<file path="config.mk">
export PLATFORM = sky130hd
export DESIGN_NAME = csr_core_bridge
export DESIGN_NICKNAME = d
export VERILOG_FILES = /design/src/rtl/csr_bridge_pkg.sv /design/src/rtl/cmd_decode.sv /design/src/rtl/acc_seq.sv /design/src/rtl/core_regfile.sv /design/src/rtl/csr_core_bridge.sv
export SDC_FILE = /design/constraint.sdc
export NUM_CORES = 1
export LEC_CHECK = 0
export BUFFER_PORTS_ARGS = -buffer_cell sky130_fd_sc_hd__buf_2
export CORE_ASPECT_RATIO = 0.75
export CORE_UTILIZATION = 35
export CTS_BUF_LIST = sky130_fd_sc_hd__clkbuf_8
export DETAILED_ROUTE_END_ITERATION = 10
export MAX_ROUTING_LAYER = met4
export PLACE_DENSITY = 0.54
export SYNTH_ARGS = -nofsm -noshare
export SYNTH_HDL_FRONTEND = slang
export SYNTH_HIERARCHICAL = 1
export SYNTH_SLANG_ARGS = --single-unit
</file>
<file path="constraint.sdc">
create_clock -name clk -period 3.42 [get_ports clk]
set_input_delay 0.342 -clock clk [delete_from_list [all_inputs] [get_ports clk]]
set_output_delay 0.342 -clock clk [all_outputs]
set_load 0.05 [all_outputs]
</file>
<file path="src/rtl/csr_bridge_pkg.sv">
package csr_bridge_pkg;
  localparam int WORD_W   = 64;
  localparam int BYTE_W   = 8;
  localparam int BUSY_BIT = 63;
  localparam int RD_BIT   = 56;
  localparam int OP_LSB   = 57;
  localparam int OP_W     = 4;
  localparam int XOP_LSB  = 32;
  localparam int XOP_W    = 3;
  localparam int IEN_BIT  = 6;
  localparam int SDA_BIT  = 8;
  localparam int SCL_BIT  = 9;
  localparam logic [7:0] CMD_OFS   = 8'h00;
  localparam logic [7:0] INT_OFS   = 8'h10;
  localparam logic [7:0] IDLE_CODE = 8'hF8;

  typedef enum logic [2:0] {
    TGT_NONE, TGT_THP, TGT_DATA, TGT_CTL, TGT_CLKCTL, TGT_STAT, TGT_CRST
  } tgt_e;
endpackage

</file>
<file path="src/rtl/cmd_decode.sv">
module cmd_decode
  import csr_bridge_pkg::*;
(
  input  logic [WORD_W-1:0] cmd,
  output tgt_e              tgt,
  output logic              is_rd
);
  logic [OP_W-1:0]  op;
  logic [XOP_W-1:0] xop;

  always_comb begin
    op    = cmd[OP_LSB +: OP_W];
    xop   = cmd[XOP_LSB +: XOP_W];
    is_rd = cmd[RD_BIT];
    tgt   = TGT_NONE;
    if (op == OP_W'(4)) begin
      tgt = TGT_THP;
    end else if (op == OP_W'(6)) begin
      case (xop)
        3'd1:    tgt = TGT_DATA;
        3'd2:    tgt = TGT_CTL;
        3'd3:    tgt = is_rd ? TGT_STAT : TGT_CLKCTL;
        3'd7:    tgt = TGT_CRST;
        default: tgt = TGT_NONE;
      endcase
    end
  end
endmodule

</file>
<file path="src/rtl/acc_seq.sv">
module acc_seq #(
  parameter int ACC_LAT = 4,
  localparam int CNT_W  = $clog2(ACC_LAT + 1)
) (
  input  logic             clk,
  input  logic             rst,
  input  logic             start,
  output logic             done,
  output logic [CNT_W-1:0] cnt
);
  always_ff @(posedge clk) begin
    if (rst)               cnt <= '0;
    else if (start)        cnt <= CNT_W'(ACC_LAT);
    else if (cnt != '0)    cnt <= cnt - 1'b1;
  end

  assign done = (cnt == CNT_W'(1));
endmodule

</file>
<file path="src/rtl/core_regfile.sv">
module core_regfile
  import csr_bridge_pkg::*;
(
  input  logic              clk,
  input  logic              rst,
  input  logic              acc_en,
  input  tgt_e              tgt,
  input  logic              is_rd,
  input  logic [BYTE_W-1:0] wbyte,
  output logic [BYTE_W-1:0] rbyte,
  output logic [BYTE_W-1:0] clkctl_o
);
  logic [BYTE_W-1:0] thp_q, data_q, ctl_q, clkctl_q;
  logic              wr_ok, crst;

  assign wr_ok = acc_en && !is_rd;
  assign crst  = acc_en && (tgt == TGT_CRST);

  always_ff @(posedge clk) begin
    if (rst || crst) begin
      thp_q    <= '0;
      data_q   <= '0;
      ctl_q    <= '0;
      clkctl_q <= '0;
    end else if (wr_ok) begin
      case (tgt)
        TGT_THP:    thp_q    <= wbyte;
        TGT_DATA:   data_q   <= wbyte;
        TGT_CTL:    ctl_q    <= wbyte;
        TGT_CLKCTL: clkctl_q <= wbyte;
        default: ;
      endcase
    end
  end

  always_comb begin
    case (tgt)
      TGT_THP:  rbyte = thp_q;
      TGT_DATA: rbyte = data_q;
      TGT_CTL:  rbyte = ctl_q;
      TGT_STAT: rbyte = IDLE_CODE;
      default:  rbyte = '0;
    endcase
  end

  assign clkctl_o = clkctl_q;
endmodule

</file>
<file path="src/rtl/csr_core_bridge.sv">
module csr_core_bridge
  import csr_bridge_pkg::*;
#(
  parameter int ACC_LAT = 4,
  parameter int ADDR_W  = 8,
  localparam int CNT_W  = $clog2(ACC_LAT + 1)
) (
  input  logic              clk,
  input  logic              rst,
  input  logic              csr_wr,
  input  logic              csr_rd,
  input  logic [ADDR_W-1:0] csr_addr,
  input  logic [WORD_W-1:0] csr_wdata,
  output logic [WORD_W-1:0] csr_rdata,
  output logic              core_int_en,
  output logic              sda_force,
  output logic              scl_force,
  output logic [BYTE_W-1:0] clk_ctl_cfg
);
  localparam logic [WORD_W-1:0] INT_MASK =
    (WORD_W'(1) << IEN_BIT) | (WORD_W'(1) << SDA_BIT) | (WORD_W'(1) << SCL_BIT);

  logic [WORD_W-1:0] cmd_q, int_q;
  logic              cmd_sel, int_sel, take, start, done, is_rd;
  logic [CNT_W-1:0]  seq_cnt;
  logic [BYTE_W-1:0] rbyte;
  tgt_e              tgt;

  assign cmd_sel = csr_wr && (csr_addr == ADDR_W'(CMD_OFS));
  assign int_sel = csr_wr && (csr_addr == ADDR_W'(INT_OFS));
  assign take    = cmd_sel && !cmd_q[BUSY_BIT];
  assign start   = take && csr_wdata[BUSY_BIT];

  cmd_decode u_dec (.cmd(cmd_q), .tgt(tgt), .is_rd(is_rd));

  acc_seq #(.ACC_LAT(ACC_LAT)) u_seq (
    .clk(clk), .rst(rst), .start(start), .done(done), .cnt(seq_cnt)
  );

  core_regfile u_core (
    .clk(clk), .rst(rst), .acc_en(done), .tgt(tgt), .is_rd(is_rd),
    .wbyte(cmd_q[BYTE_W-1:0]), .rbyte(rbyte), .clkctl_o(clk_ctl_cfg)
  );

  always_ff @(posedge clk) begin
    if (rst) begin
      cmd_q <= '0;
    end else if (take) begin
      cmd_q <= csr_wdata;
    end else if (done) begin
      cmd_q[BUSY_BIT] <= 1'b0;
      if (is_rd) cmd_q[BYTE_W-1:0] <= rbyte;
    end
  end

  always_ff @(posedge clk) begin
    if (rst)          int_q <= '0;
    else if (int_sel) int_q <= csr_wdata & INT_MASK;
  end

  always_ff @(posedge clk) begin
    if (rst) csr_rdata <= '0;
    else if (csr_rd) begin
      if (csr_addr == ADDR_W'(CMD_OFS))      csr_rdata <= cmd_q;
      else if (csr_addr == ADDR_W'(INT_OFS)) csr_rdata <= int_q;
      else                                   csr_rdata <= '0;
    end
  end

  assign core_int_en = int_q[IEN_BIT];
  assign sda_force   = int_q[SDA_BIT];
  assign scl_force   = int_q[SCL_BIT];
endmodule

</file>
==> impl_results.md <==
- Outcome: complete, no violations
- LEAKAGE: 3.25 nW
- Worst hold path depth: 3
- Port buffer count: 150
- Reg2reg start: cmd_q[56]$_SDFFE_PP0P_
- #FFs+latches synth: 166
- Hold EP: cmd_q[41]$_SDFFE_PP0P_
- Worst R2R Setup Slack: 0.75 ns
- Post-CTS setup buffers: 0
- Number of max-cap violations: 0
- Worst R2R End: cmd_q[6]$_SDFFE_PP0P_
- Number of top-level pins: 151
- Post-DP HPWL: about 13 mm
- Final Critical Period: 2.67 ns
- Clock tree from TritonCTS: built
- Core ar.: 0.0188 mm²
- Max Slew Vio Count: 0
- Sequential cell area: 0.00332 mm²
- Post-Syn Area: 0.00681 mm²
- Num CTS Buffers: 17
- Crit path DAT: approximately 3 ns
- CTS Root Cell: clkbuf_8
- # clock sinks: 166
- Largest net degree at the start of global routing: 81
- Hold WC Path Type: input pin to register
- Drt pass-1 iters: 4
- Die Wd: 163 µm
- Placer Congestion: 0.813
- Final setup viols: 0
- Starting DRT DRC Count: 333
- Most area-consuming cells after synthesis: dfxtp_1 (49%), a22o_1 (7.8%), mux2i_1 (7.3%), o31ai_1 (6.6%), nand4_1 (6.0%)
- GRT Total Usage: 0.209
- Rel. slew slack: 0.492
- Fillers: 1797
- Seq/Total Area, Yosys: 0.488
- Initial antenna violation count: 1
- DRT Wirelength: approximately 20 mm
- Fmax: ~0.37 GHz
- Least-Margin Pin Slew: 0.760 ns
- Area of the multi-input gates: 0.00316 mm²
- Vias in the first global route: 5730
- Sum Neg Setup Slack: 0 ns
- Gates resized, CTS repair: 0
- Leading area contributor after synthesis: dfxtp_1
- Routed len/inst: slightly below 20 µm
- Post-synth EDFFs: 0
- Hold bufs inserted after CTS: 0
- Main synth FF type: dfxtp_1
- Final core occ: 0.429
- Synth top cells by count: dfxtp_1 (166), nand4_1 (65), a22o_1 (61), o31ai_1 (60), a21oi_1 (58)
- Row count: 43
- Via/cell ratio: between 5 and 6
- Net count of the mapped netlist: between 700 and 800
- First-pass GRT wire length: 31.4 mm
- Cell area power density: approximately 460 mW/mm²
- Starting Density: 0.363
- Worst skew pair latency: around 0.46 ns
- Synthesized instance count: around 670
- Fin nets: about 850
- Die Ht: 123 µm
- Depth of the CTS H-tree: 4
- Layout area overhead: 18.4%
- Final worst-path cycle share: 0.781
- Setup crit end kind: register
- Peak VDD IR: roughly 250 µV
- Vias: slightly below 6000
- DRC: 0
- WS Path Type: register to register
- Post-synthesis async set-or-reset flop share: 0
- Worst clock skew: 0.0124 ns
- Avg Cell Area, Syn: between 10 and 15 µm²
- Post-route ant nets: 0
- Top-count cell post-synth: dfxtp_1
- Total global routing overflow: 0
- Clock slew at reported path FFs: 0.10 ns
- Hold_sp: csr_wdata[41]
- Fraction of layout cells with a size suffix above 1: 0.278
- Clock buffer depth: 2
- Synth Warn #: 6
- Die area: ~0.020 mm²
- Post-synth top area share: 0.488
- RSZ-0062 raised after global routing: false
- R2R depth: 9
- Post-synth cell types: 43
- Crit path launch type: register
- Hold Vio Cnt, Final: 0
- Crit Path Max Fanout: 8
- Critical Path RT: 3.75 ns
## how the worst max path moves through the flow
stage                                       from                            to  slack, ns
after detailed placement  cmd_q[56]$_SDFFE_PP0P_  u_core/thp_q[3]$_SDFFE_PP0P_       0.76
final                     cmd_q[56]$_SDFFE_PP0P_         cmd_q[6]$_SDFFE_PP0P_       0.75
after CTS                 cmd_q[56]$_SDFFE_PP0P_  u_core/thp_q[0]$_SDFFE_PP0P_       0.75
after global placement    cmd_q[56]$_SDFFE_PP0P_  u_core/thp_q[6]$_SDFFE_PP0P_       0.82
after global routing      cmd_q[56]$_SDFFE_PP0P_  u_core/thp_q[3]$_SDFFE_PP0P_       0.57
after floorplan           cmd_q[56]$_SDFFE_PP0P_         cmd_q[6]$_SDFFE_PP0P_       0.93
## power breakdown
group          internal (mW)  switching, mW  leakage [nW]  total (mW)
sequential              1.95         0.0124          1.34        1.96
clock                  0.676          0.765         0.191        1.44
combinational          0.113          0.180          1.72       0.294
## layer usage
layer / global-route usage / routed length, µm / vias to the layer above / part of all wire
li1: - / - / 2750 / -
met1: 0.278 / 9610 / 2811 / 0.48
met2: 0.313 / 8790 / 186 / 0.44
met3: 0.0436 / 1120 / 28 / 0.056
met4: 0.0724 / 319 / 0 / 0.016
met5: - / 0 / - / 0
## kinds of logic (layout without fill, tap and decap cells)
| kind of cell | Yosys count | after routing | share of synthesized area |
|---|---|---|---|
| AOI/OAI and AO/OA | 192 | 192 | 0.202 |
| and+or+nand+nor | 168 | 168 | 0.166 |
| adders and majority gates | 3 | 3 | 0.00551 |
| muxes | 56 | 56 | 0.0834 |
| other | 0 | 1 | 0 |
| xor gates and xnor gates | 2 | 2 | 0.00257 |
| buffers and inverters | 80 | 198 | 0.0524 |
| DFF | 166 | 166 | 0.488 |
## layout make-up
class / count / share of cell area
antenna: 1 / 0.000310
clock buffer: 18 / 0.0307
clock inverter: 13 / 0.0185
inverter: 4 / 0.00186
multi-input combinational: 421 / 0.393
sequential: 166 / 0.412
tap: 247 / 0.0383
timing repair buffer: 163 / 0.106
## critical path: stages, from the launching register on
cell and delay, ns:
dfxtp_1 0.52, nand2b_1 0.16, nand3b_1 0.09, a2111oi_2 0.72, buf_4 0.33, mux2i_1 0.27
o22ai_1 0.11, and3_1 0.15, o21bai_1 0.13, mux2i_1 0.07
## registers in the layout (all words and copies together), names as in the netlist
name / count
int_q: 3
u_core/data_q: 8
u_core/thp_q: 8
u_seq/cnt: 3
u_core/ctl_q: 8
u_core/clkctl_o: 8
cmd_q: 64
csr_rdata: 64
## cell usage in the layout, fill, tap and decap left out, types with 3 or more instances in the layout
cell        count
a21oi_1        58
a22o_1         61
a22oi_1         3
buf_2         149
buf_4          14
clkbuf_8       18
clkinvlp_4      4
dfxtp_1       166
ha_1            3
inv_1           4
mux2_2          6
mux2i_1        50
nand2b_1       15
nand3b_1       41
nand4_1        65
nor2_1         14
nor2b_1         8
o22ai_1         5
o31ai_1        60
## metrics by stage
step	instance area (µm²)	worst slack, ns	hold WS, ns	cells	power (mW)
2_1_floorplan	6810	0.927	0.414	667	2.20
3_3_place_gp	7660	0.815	0.450	1001	2.28
3_5_place_dp	7660	0.763	0.454	1001	2.30
4_1_cts	8060	0.747	0.0927	1032	3.73
5_1_grt	8060	0.569	0.109	1033	3.85
6_report	8060	0.748	0.125	1033	3.69
Note: power is estimated with default switching activity, not from simulation.
